File: src/rtl/ra_seq_pkg.sv
`timescale 1ns/1ps
package ra_seq_pkg;
  typedef enum logic [1:0] {
    CHK_OK       = 2'd0,
    CHK_ZERO     = 2'd1,
    CHK_MISALIGN = 2'd2
  } chk_e;
endpackage

File: src/rtl/ra_cmd_fifo.sv
`timescale 1ns/1ps
module ra_cmd_fifo #(
  parameter int W     = 16,
  parameter int DEPTH = 4
) (
  input  logic         clk_i,
  input  logic         rst_ni,
  input  logic         push_i,
  input  logic [W-1:0] din_i,
  input  logic         pop_i,
  output logic [W-1:0] dout_o,
  output logic         full_o,
  output logic         empty_o
);
  localparam int AW = (DEPTH > 1) ? $clog2(DEPTH) : 1;
  localparam int CW = $clog2(DEPTH + 1);

  logic [W-1:0]  mem_q [DEPTH];
  logic [AW-1:0] wr_q, rd_q;
  logic [CW-1:0] cnt_q;

  assign full_o  = (cnt_q == CW'(DEPTH));
  assign empty_o = (cnt_q == '0);
  assign dout_o  = mem_q[rd_q];

  always_ff @(posedge clk_i) begin
    if (push_i) mem_q[wr_q] <= din_i;
  end

  always_ff @(posedge clk_i or negedge rst_ni) begin
    if (!rst_ni) begin
      wr_q  <= '0;
      rd_q  <= '0;
      cnt_q <= '0;
    end else begin
      if (push_i) wr_q <= (wr_q == AW'(DEPTH - 1)) ? '0 : wr_q + AW'(1);
      if (pop_i)  rd_q <= (rd_q == AW'(DEPTH - 1)) ? '0 : rd_q + AW'(1);
      case ({push_i, pop_i})
        2'b10:   cnt_q <= cnt_q + CW'(1);
        2'b01:   cnt_q <= cnt_q - CW'(1);
        default: cnt_q <= cnt_q;
      endcase
    end
  end

  p_no_overflow_r1: assert property (@(posedge clk_i) disable iff (!rst_ni)
    push_i |-> !full_o);
  p_no_underflow_r8: assert property (@(posedge clk_i) disable iff (!rst_ni)
    pop_i |-> !empty_o);
endmodule

File: src/rtl/ra_cmd_check.sv
`timescale 1ns/1ps
module ra_cmd_check
  import ra_seq_pkg::*;
#(
  parameter int BLK_W  = 10,
  parameter int CNT_W  = 8,
  parameter int PLANES = 2
) (
  input  logic             mp_i,
  input  logic [BLK_W-1:0] blk_i,
  input  logic [CNT_W-1:0] cnt_i,
  output chk_e             verdict_o
);
  logic blk_off, cnt_off;
  assign blk_off = (blk_i & BLK_W'(PLANES - 1)) != '0;
  assign cnt_off = (cnt_i & CNT_W'(PLANES - 1)) != '0;

  always_comb begin
    if (cnt_i == '0)                  verdict_o = CHK_ZERO;
    else if (mp_i && (blk_off || cnt_off)) verdict_o = CHK_MISALIGN;
    else                              verdict_o = CHK_OK;
  end
endmodule

File: src/rtl/ra_addr_step.sv
`timescale 1ns/1ps
module ra_addr_step #(
  parameter int BLK_W  = 10,
  parameter int PG_W   = 6,
  parameter int PL_W   = 1,
  parameter int PLANES = 2
) (
  input  logic             mp_i,
  input  logic [BLK_W-1:0] blk_i,
  input  logic [PG_W-1:0]  pg_i,
  input  logic [PL_W-1:0]  plane_i,
  input  logic [BLK_W-1:0] base_i,
  output logic [BLK_W-1:0] blk_o,
  output logic [PG_W-1:0]  pg_o,
  output logic [PL_W-1:0]  plane_o
);
  logic last_plane;
  assign last_plane = (plane_i == PL_W'(PLANES - 1));

  always_comb begin
    if (!mp_i) begin
      // consecutive: page carries into block
      {blk_o, pg_o} = {blk_i, pg_i} + (BLK_W + PG_W)'(1);
      plane_o       = '0;
    end else if (last_plane) begin
      blk_o   = base_i;
      pg_o    = pg_i + PG_W'(1);
      plane_o = '0;
    end else begin
      blk_o   = blk_i + BLK_W'(1);
      pg_o    = pg_i;
      plane_o = plane_i + PL_W'(1);
    end
  end
endmodule

File: src/rtl/flash_ra_seq.sv
`timescale 1ns/1ps
module flash_ra_seq
  import ra_seq_pkg::*;
#(
  parameter int BLK_W      = 10,
  parameter int PG_W       = 6,
  parameter int CNT_W      = 8,
  parameter int QDEPTH     = 4,
  parameter int PLANE_LOG2 = 1
) (
  input  logic             clk_i,
  input  logic             rst_ni,
  input  logic             cmd_valid_i,
  input  logic             cmd_write_i,
  input  logic [BLK_W-1:0] cmd_blk_i,
  input  logic [PG_W-1:0]  cmd_pg_i,
  input  logic [CNT_W-1:0] cmd_cnt_i,
  output logic             cmd_full_o,
  output logic             cmd_err_o,
  output logic             drop_err_o,
  output logic             busy_o,
  input  logic             mode_wr_i,
  input  logic             mode_val_i,
  output logic             mode_o,
  output logic             mode_err_o,
  input  logic             host_xfer_i,
  input  logic             host_xfer_wr_i,
  output logic             xfer_ok_o,
  output logic [BLK_W-1:0] xfer_blk_o,
  output logic [PG_W-1:0]  xfer_pg_o,
  output logic             dev_req_o,
  output logic             dev_wr_o,
  output logic             dev_load_o,
  output logic [BLK_W-1:0] dev_blk_o,
  output logic [PG_W-1:0]  dev_pg_o
);
  localparam int PLANES = 1 << PLANE_LOG2;
  localparam int PL_W   = (PLANE_LOG2 > 0) ? PLANE_LOG2 : 1;
  localparam int CMD_W  = 1 + BLK_W + PG_W + CNT_W;

  logic             mode_q, mode_err_q;
  logic             started_q;
  logic [CNT_W-1:0] done_q;
  logic [BLK_W-1:0] ptr_blk_q, base_q;
  logic [PG_W-1:0]  ptr_pg_q;
  logic [PL_W-1:0]  plane_q;

  logic             q_push, q_pop, q_full, q_empty;
  logic [CMD_W-1:0] q_dout;
  logic             head_wr;
  logic [BLK_W-1:0] head_blk;
  logic [PG_W-1:0]  head_pg;
  logic [CNT_W-1:0] head_cnt;
  chk_e             verdict;

  logic [BLK_W-1:0] nxt_blk;
  logic [PG_W-1:0]  nxt_pg;
  logic [PL_W-1:0]  nxt_plane;
  logic             start, consume, last;

  logic             cmd_err_q, drop_err_q;
  logic             xfer_ok_q, dev_req_q, dev_wr_q, dev_load_q;
  logic [BLK_W-1:0] xfer_blk_q, dev_blk_q;
  logic [PG_W-1:0]  xfer_pg_q, dev_pg_q;

  ra_cmd_check #(.BLK_W(BLK_W), .CNT_W(CNT_W), .PLANES(PLANES)) u_check (
    .mp_i(mode_q), .blk_i(cmd_blk_i), .cnt_i(cmd_cnt_i), .verdict_o(verdict)
  );

  assign q_push = cmd_valid_i && !q_full && (verdict == CHK_OK);

  ra_cmd_fifo #(.W(CMD_W), .DEPTH(QDEPTH)) u_fifo (
    .clk_i, .rst_ni,
    .push_i(q_push), .din_i({cmd_write_i, cmd_blk_i, cmd_pg_i, cmd_cnt_i}),
    .pop_i(q_pop), .dout_o(q_dout), .full_o(q_full), .empty_o(q_empty)
  );

  assign {head_wr, head_blk, head_pg, head_cnt} = q_dout;

  ra_addr_step #(.BLK_W(BLK_W), .PG_W(PG_W), .PL_W(PL_W), .PLANES(PLANES)) u_step (
    .mp_i(mode_q), .blk_i(ptr_blk_q), .pg_i(ptr_pg_q), .plane_i(plane_q),
    .base_i(base_q), .blk_o(nxt_blk), .pg_o(nxt_pg), .plane_o(nxt_plane)
  );

  assign start   = !q_empty && !started_q;
  assign consume = started_q && host_xfer_i && (host_xfer_wr_i == head_wr);
  assign last    = consume && (done_q == head_cnt - CNT_W'(1));
  assign q_pop   = last;

  always_ff @(posedge clk_i or negedge rst_ni) begin
    if (!rst_ni) begin
      mode_q     <= 1'b0;
      mode_err_q <= 1'b0;
      started_q  <= 1'b0;
      done_q     <= '0;
      ptr_blk_q  <= '0;
      ptr_pg_q   <= '0;
      base_q     <= '0;
      plane_q    <= '0;
      cmd_err_q  <= 1'b0;
      drop_err_q <= 1'b0;
      xfer_ok_q  <= 1'b0;
      xfer_blk_q <= '0;
      xfer_pg_q  <= '0;
      dev_req_q  <= 1'b0;
      dev_wr_q   <= 1'b0;
      dev_load_q <= 1'b0;
      dev_blk_q  <= '0;
      dev_pg_q   <= '0;
    end else begin
      cmd_err_q  <= cmd_valid_i && q_full;
      drop_err_q <= cmd_valid_i && !q_full && (verdict != CHK_OK);
      xfer_ok_q  <= 1'b0;
      dev_req_q  <= 1'b0;

      if (mode_wr_i) begin
        if (q_empty) mode_q     <= mode_val_i;
        else         mode_err_q <= 1'b1;
      end

      if (start) begin
        started_q <= 1'b1;
        done_q    <= '0;
        ptr_blk_q <= head_blk;
        ptr_pg_q  <= head_pg;
        base_q    <= head_blk;
        plane_q   <= '0;
        if (!head_wr) begin
          dev_req_q  <= 1'b1;
          dev_wr_q   <= 1'b0;
          dev_load_q <= 1'b1;
          dev_blk_q  <= head_blk;
          dev_pg_q   <= head_pg;
        end
      end else if (consume) begin
        done_q     <= done_q + CNT_W'(1);
        ptr_blk_q  <= nxt_blk;
        ptr_pg_q   <= nxt_pg;
        plane_q    <= nxt_plane;
        xfer_ok_q  <= 1'b1;
        xfer_blk_q <= ptr_blk_q;
        xfer_pg_q  <= ptr_pg_q;
        if (head_wr) begin
          dev_req_q  <= 1'b1;
          dev_wr_q   <= 1'b1;
          dev_load_q <= 1'b0;
          dev_blk_q  <= ptr_blk_q;
          dev_pg_q   <= ptr_pg_q;
        end else if (!last) begin
          // keep the device one page ahead of the host
          dev_req_q  <= 1'b1;
          dev_wr_q   <= 1'b0;
          dev_load_q <= 1'b0;
          dev_blk_q  <= nxt_blk;
          dev_pg_q   <= nxt_pg;
        end
        if (last) started_q <= 1'b0;
      end
    end
  end

  assign cmd_full_o = q_full;
  assign cmd_err_o  = cmd_err_q;
  assign drop_err_o = drop_err_q;
  assign busy_o     = !q_empty;
  assign mode_o     = mode_q;
  assign mode_err_o = mode_err_q;
  assign xfer_ok_o  = xfer_ok_q;
  assign xfer_blk_o = xfer_blk_q;
  assign xfer_pg_o  = xfer_pg_q;
  assign dev_req_o  = dev_req_q;
  assign dev_wr_o   = dev_wr_q;
  assign dev_load_o = dev_load_q;
  assign dev_blk_o  = dev_blk_q;
  assign dev_pg_o   = dev_pg_q;

  p_full_reject_r1: assert property (@(posedge clk_i) disable iff (!rst_ni)
    cmd_valid_i && cmd_full_o |=> cmd_err_o && !drop_err_o);
  p_zero_drop_r2: assert property (@(posedge clk_i) disable iff (!rst_ni)
    cmd_valid_i && !cmd_full_o && (cmd_cnt_i == '0) |=> drop_err_o);
  p_idle_load_r3: assert property (@(posedge clk_i) disable iff (!rst_ni)
    $rose(started_q) && !head_wr |-> dev_req_o && dev_load_o && !dev_wr_o);
  p_plane_window_r5: assert property (@(posedge clk_i) disable iff (!rst_ni)
    started_q && mode_q |-> (ptr_blk_q - base_q) < BLK_W'(PLANES));
  p_cache_after_access_r6: assert property (@(posedge clk_i) disable iff (!rst_ni)
    dev_req_o && !dev_load_o |-> $past(host_xfer_i));
  p_hold_until_drained_r8: assert property (@(posedge clk_i) disable iff (!rst_ni)
    started_q && !host_xfer_i |=> started_q);
  p_idle_ignored_r9: assert property (@(posedge clk_i) disable iff (!rst_ni)
    host_xfer_i && !started_q |=> !xfer_ok_o);
  p_mode_locked_r10: assert property (@(posedge clk_i) disable iff (!rst_ni)
    mode_wr_i && busy_o |=> $stable(mode_o) && mode_err_o);
endmodule

File: config.mk
export PLATFORM = sky130hd
export DESIGN_NAME = flash_ra_seq
export DESIGN_NICKNAME = d
export VERILOG_FILES = /design/src/rtl/ra_seq_pkg.sv /design/src/rtl/ra_cmd_fifo.sv /design/src/rtl/ra_cmd_check.sv /design/src/rtl/ra_addr_step.sv /design/src/rtl/flash_ra_seq.sv
export SDC_FILE = /design/constraint.sdc
export NUM_CORES = 1
export LEC_CHECK = 0
export BUFFER_PORTS_ARGS = -buffer_cell sky130_fd_sc_hd__buf_2
export CAP_MARGIN = 0
export CELL_PAD_IN_SITES_DETAIL_PLACEMENT = 1
export CELL_PAD_IN_SITES_GLOBAL_PLACEMENT = 2
export CORE_MARGIN = 5
export CORE_UTILIZATION = 46
export CTS_BUF_LIST = sky130_fd_sc_hd__clkbuf_8
export CTS_CLUSTER_DIAMETER = 150
export DETAILED_ROUTE_END_ITERATION = 10
export PLACE_DENSITY = 0.94
export SETUP_SLACK_MARGIN = 0.15
export SYNTH_ARGS = -nofsm -noshare
export SYNTH_HDL_FRONTEND = slang
export SYNTH_SLANG_ARGS = --single-unit
File: constraint.sdc
create_clock -name clk_i -period 7.7 [get_ports clk_i]
set_clock_uncertainty 0.05 [all_clocks]
set_input_delay 0.77 -clock clk_i [delete_from_list [all_inputs] [get_ports clk_i]]
set_output_delay 0.77 -clock clk_i [all_outputs]
set_load 0.02 [all_outputs]
# ---- Word-level counts from Yosys, hierarchy flattened
# Memory sizes are Yosys's and may differ from the RTL's.
# Cells that the tools add are included.
dict set report totals {
  rom_bits 0
  latch_bits 0
  out_inout_bits 42
  reg_bits 83
  in_bits 32
  elab_cells 118
  n_memories 1
  mem_bits_rw 100
}
# memory depth width rd rd_ports_with_merged_regs write_ports line_no
set memory_table {}
lappend memory_table {u_fifo.mem_q 4 25 1 0 1 ra_cmd_fifo.sv:18} ;# logic [W-1:0] mem_q [DEPTH];
dict set report classes {
  n_mux 50
  order_cmp 0
  n_addsub 10
  mul 0
  eq_ne 9
  n_div 0
  n_bitwise 2
  shift 0
  reduce_logical 25
}
# op count
set op_table {}
lappend op_table {{10-bit 2-to-1 mux} 9}
lappend op_table {{6-bit 2-to-1 mux} 9}
lappend op_table {{1-bit 2-to-1 mux} 25}
lappend op_table {{16-bit by 1-bit adder with 16-bit output (second input constant)} 1}
lappend op_table {{8-bit 2-to-1 mux} 2}
lappend op_table {{10-bit by 1-bit adder with 10-bit output (second input constant)} 1}
lappend op_table {{1-bit logical AND} 9}
lappend op_table {{8-bit by 1-bit adder with 8-bit output (second input constant)} 1}
lappend op_table {{8-bit == test} 1}
lappend op_table {{8-bit zero test} 1}
lappend op_table {{2-bit 2-to-1 mux} 4}
lappend op_table {{2-bit AND reduction} 4}
lappend op_table {{2-bit nonzero test} 4}
lappend op_table {{8-bit by 1-bit subtractor with 8-bit output (second input constant)} 1}
lappend op_table {{6-bit by 1-bit adder with 6-bit output (second input constant)} 1}
lappend op_table {{2-bit == test (second input constant)} 3}
lappend op_table {{3-bit one-hot mux with 2 select lines} 1}
lappend op_table {{2-bit by 1-bit adder with 2-bit output (second input constant)} 2}
lappend op_table {{3-bit by 1-bit adder with 3-bit output (second input constant)} 1}
lappend op_table {{3-bit == test (second input constant)} 1}
lappend op_table {{1-bit zero test} 3}
lappend op_table {{3-bit zero test} 1}
lappend op_table {{3-bit inequality test (second input constant)} 1}
lappend op_table {{3-bit AND reduction} 1}
lappend op_table {{other kinds (8)} 9}

# ---- Depth between registers and ports, before layout
dict set report logic_depth {
  word_depth 8
  ltp_mapped 16
  mapped_depth_nobuf 14
}

# ---- By module
# From an unflattened synthesis, not the netlist that was laid out.
dict set report unflattened {
  hier_cells 645
  area_unflattened_um2 8303.0
}
# module area_per_inst_um2 cells_per_inst seq_area_each_um2 n_inst
set modules_own_cells {}
lappend modules_own_cells {ra_cmd_fifo 4073.9 169 3178.0 1}
lappend modules_own_cells {flash_ra_seq 3512.1 368 1901.8 1}
lappend modules_own_cells {ra_addr_step 686.9 104 0.0 1}
lappend modules_own_cells {ra_cmd_check 30.0 4 0.0 1}

# ---- Worst setup path after synthesis
# Ideal clock, no wire load.
dict set report synth_path {
  path_kind {register to register}
  from {reg u_fifo.rd_q[1]}
  to {reg u_fifo.cnt_q[2]}
  slack_ns 4.262
  t_required_ns 7.571
  arrival_time_ns 3.308
  setup_ns 0.079
  stages_incl_launch_ff 14
  path_cell_list {dfrtp_1 -> clkbuf_1 -> clkbuf_1 -> mux4_1 -> or3_1 -> o41ai_2 -> nand4_1 -> inv_1 -> ha_1 -> inv_1 -> fa_1 -> xor2_1 -> nor2_1 -> xor2_1}
}
dict set report synth_between {
  elab_chain_len 6
  elab_cells_between_ends 10
  cone_classes {add/sub: 1; eq/ne: 4; mux: 1; reduce/logical: 3; memory: 1}
}
# item line_no
set synth_lines {}
lappend synth_lines {{start, declared} ra_cmd_fifo.sv:19} ;# logic [AW-1:0] wr_q, rd_q;
lappend synth_lines {{start signal, assigned} ra_cmd_fifo.sv:37} ;# if (pop_i) rd_q <= (rd_q == AW'(DEPTH - 1)) ? '0 : rd_q + AW'(1);
lappend synth_lines {{memory 4 x 25 bit (*)} -}
lappend synth_lines {{8-bit by 1-bit subtractor with 8-bit output / 1-bit == test (equally long branches)} {flash_ra_seq.sv:87, flash_ra_seq.sv:86}}
lappend synth_lines {{8-bit == test / 1-bit logical AND (equally long branches)} {flash_ra_seq.sv:87, flash_ra_seq.sv:86}}
lappend synth_lines {{1-bit logical AND (*)} flash_ra_seq.sv:87} ;# assign last = consume && (done_q == head_cnt - CNT_W'(1));
lappend synth_lines {{2-bit by 1-bit == test with 1-bit output / 2-bit == test (equally long branches)} ra_cmd_fifo.sv:38} ;# case ({push_i, pop_i})
lappend synth_lines {{3-bit one-hot mux with 2 select lines / 2-bit nonzero test (equally long branches)} -}
lappend synth_lines {{end signal, assigned} ra_cmd_fifo.sv:39} ;# 2'b10: cnt_q <= cnt_q + CW'(1);
lappend synth_lines {{end signal, assigned} ra_cmd_fifo.sv:40} ;# 2'b01: cnt_q <= cnt_q - CW'(1);
lappend synth_lines {{end signal, assigned} ra_cmd_fifo.sv:41} ;# default: cnt_q <= cnt_q;
lappend synth_lines {{end, declared} ra_cmd_fifo.sv:20} ;# logic [CW-1:0] cnt_q;
# Mark *: on every way between the ends. The rest lies on a longest branch, timed or not.
# A chain may end at the register's enable or synchronous reset.

# ---- Worst setup path in the final report
# Ends and elaborated chain as after synthesis.

==> metrics <==
Residual DRC=0; endpoint type of the worst setup path=flip-flop; min Tclk post-route=4.20 ns; met3 WL post-DR=833 um; max_cap viols=0; maximum clock rate=238 MHz; setup TNS=0 ns; layout cells sized above 1=0.212; synthesized cell area=8230 um^2; top cells by count, synth=109 x nand2_1, 100 x edfxtp_1, 83 x dfrtp_1, 37 x nor2_1, 27 x o21ai_0; global-route wire length before repair=31.9 mm; Clock Latency Late Sink=0.47 ns; asr flop ratio synth=0.454; Total Nets Final=756; startpoint type of the worst setup path=flip-flop; Reg area=5080 um^2; period utilization=0.546; most numerous cell in the Yosys netlist=nand2_1; top post-synthesis cells by area=edfxtp_1 36%, dfrtp_1 25%, mux4_2 5.7%; predominant post-synthesis flop cell=edfxtp_1; Routed WL=19.9 mm; post-synth top area share=0.365; Crit-path slowest cell=dfrtp_1; I/O Buffers=73; Max FO, Critical Path=27; power per cell area=357 nW/um^2; Post-Route M1 WL=8.71 mm; CTS tree=done; Hold WC Path Type=in -> async; slew margin rel.=0.211; routed vias=5439; Worst EP arrival=4.55 ns; Syn Nets=687; placement-stage cell area=8820 um^2; post-route cell area=9200 um^2; die span in x=144 um; Fin. Hold Viols=0; diode count=0; CTS buffer count=17; YS warnings=0; Setup Buffers After CTS=0; fin worst setup slack=3.50 ns; peak supply drop=0.139 mV; worst slack at placement=3.53 ns; die footprint=20700 um^2; Mean Syn Cell Area=12.8 um^2; Worst-path clk slew=0.09 ns; # rows=49; remaining antenna violation count=0; cell count after synthesis=644; Via density=5.70; gr ovfl total=0; Initial Util=0.463; root buffer cell=clkbuf_8; initial antenna violation count=0; met2 WL=9.87 mm; htree depth=4; Final GP Congestion=0.852; number of global-route vias before repair=5829; fill count=1859; Power Total=3290 uW; boundary pin count=74; slowest cell delay on critical path=1.13 ns; hpwl dp=14.3 mm; largest net degree at the start of global routing=47; post-synthesis register bit count=183; area of the multi-input gates=2920 um^2; CTS resizes=0; Crit path required time=8.04 ns; Seq/Total Area, Yosys=0.617; Clock Sinks=183; TritonRoute pass-1 iters=5; RSZ-0062 raised after global routing=no; final non-filler cell total=954; routed length per instance=20.8 um; Yosys top cell by area=edfxtp_1; Cell variety after synth=59; Placed Cells=923; Top Layer Used=met4; largest buffer count on any clock path=2; outcome=finished clean; hold buffers post-CTS=0; worst-path cell chain=mux4_2 -> nor4_4 -> xnor2_1 -> o41ai_2 -> nand4_1 -> inv_1 -> ha_1 -> inv_1 -> fa_1 -> xor2_1 -> nor2_1 -> xor2_1; area grow syn2layout=11.7%; Slew @ Worst Pin=1.18 ns; drt first-iter violations=369; leakage power=0.00372 uW; final setup fails=0; core area=17800 um^2; GRT Total Usage=0.203; Post-synth EDFFs=100; Critical Setup Path Class=reg -> reg; Final Max Tran Viols=0; Die Y=144 um
==> area by class of cell <==
cell class / count / area share
Sequential cell: 183 / 0.552
Multi-Input combinational cell: 406 / 0.318
Timing Repair Buffer: 84 / 0.0490
Tap cell: 229 / 0.0312
Clock buffer: 17 / 0.0254
Clock inverter: 14 / 0.0158
Inverter: 21 / 0.00857
==> state kept, by name, indices dropped and copies added, names as in the netlist, 2 cells and up <==
register,count
base_q,10
xfer_pg_o,6
u_fifo.wr_q,2
ptr_pg_q,6
dev_pg_o,6
xfer_blk_o,10
u_fifo.cnt_q,3
ptr_blk_q,10
done_q,8
u_fifo.rd_q,2
u_fifo.mem_q,100
dev_blk_o,10
==> kinds of logic (layout without fill, tap and decap cells) <==
logic type      Yosys count  count (layout)  share of synthesized area
fa+ha+maj                11              11                     0.0176
simple gates            218             218                      0.122
xor+xnor                 33              33                     0.0351
mux                      49              49                      0.104
flops                   183             183                      0.617
compound gates           95              95                     0.0764
buf+inv                  55             136                     0.0283
==> power by group <==
group          total, uW  switching (uW)  leakage [uW]  internal [uW]
combinational       1140             675       0.00156            460
sequential          1510             224       0.00196           1290
clock                636             346      0.000200            290
total               3290            1250       0.00372           2040
==> layer usage <==
metal | up-vias | GRT usage
li1 | 2487 | -
met1 | 2790 | 0.266
met2 | 132 | 0.336
met3 | 30 | 0.0419
met4 | 0 | 0.0723
met5 | - | 0
==> placed cells by master, fill, tap and decap left out, types with 3 or more instances in the layout <==
cell,instances
o211ai_1,7
buf_4,12
nor2_1,37
and4_1,3
xor2_1,11
dfrtp_1,83
nor3_1,7
edfxtp_1,100
o21ai_0,27
inv_6,5
xnor2_1,22
clkbuf_8,17
clkinv_1,3
a21o_1,5
ha_1,10
and3_1,4
or3_1,9
nand4_1,11
mux2_2,9
a221o_1,6
mux2i_1,10
mux4_2,21
nor4_1,5
and2_1,8
inv_1,21
mux2_4,5
buf_2,72
mux4_1,4
a21oi_1,24
o21a_1,3
nand3_1,15
nand2_1,109
==> per-stage QoR <==
stage	utilization	hold slack (ns)
finish	0.517	0.209
global route	0.517	0.223
CTS	0.517	0.209
detailed placement	0.496	0.409
global placement	0.496	0.386
floorplan	-	0.391
==> path summary, 6_finish.rpt <==
check / from / to / slack [ns] / cells past startpoint
min in group clk_i: xfer_blk_o[9] / xfer_blk_o[9] / 0.43 / 2
hold reg to reg: xfer_blk_o[9] / xfer_blk_o[9] / 0.43 / 2
max in group asynchronous: rst_ni / u_fifo.rd_q[1] / 6.39 / 2
hold / removal: rst_ni / xfer_blk_o[7] / 0.21 / 1
setup / recovery: u_fifo.rd_q[1] / u_fifo.cnt_q[2] / 3.50 / 12
setup reg to reg: u_fifo.rd_q[1] / u_fifo.cnt_q[2] / 3.50 / 12
==> critical path: cells and delay by family, from the launching register on <==
kind / cells / cell delay, ns
flops: 1 / 1.13
simple gates: 3 / 0.75
fa+ha+maj: 2 / 0.57
mux: 1 / 0.53
compound gates: 1 / 0.45
xor+xnor: 3 / 0.42
buf+inv: 2 / 0.22
Power figures use the tool's default switching activity.
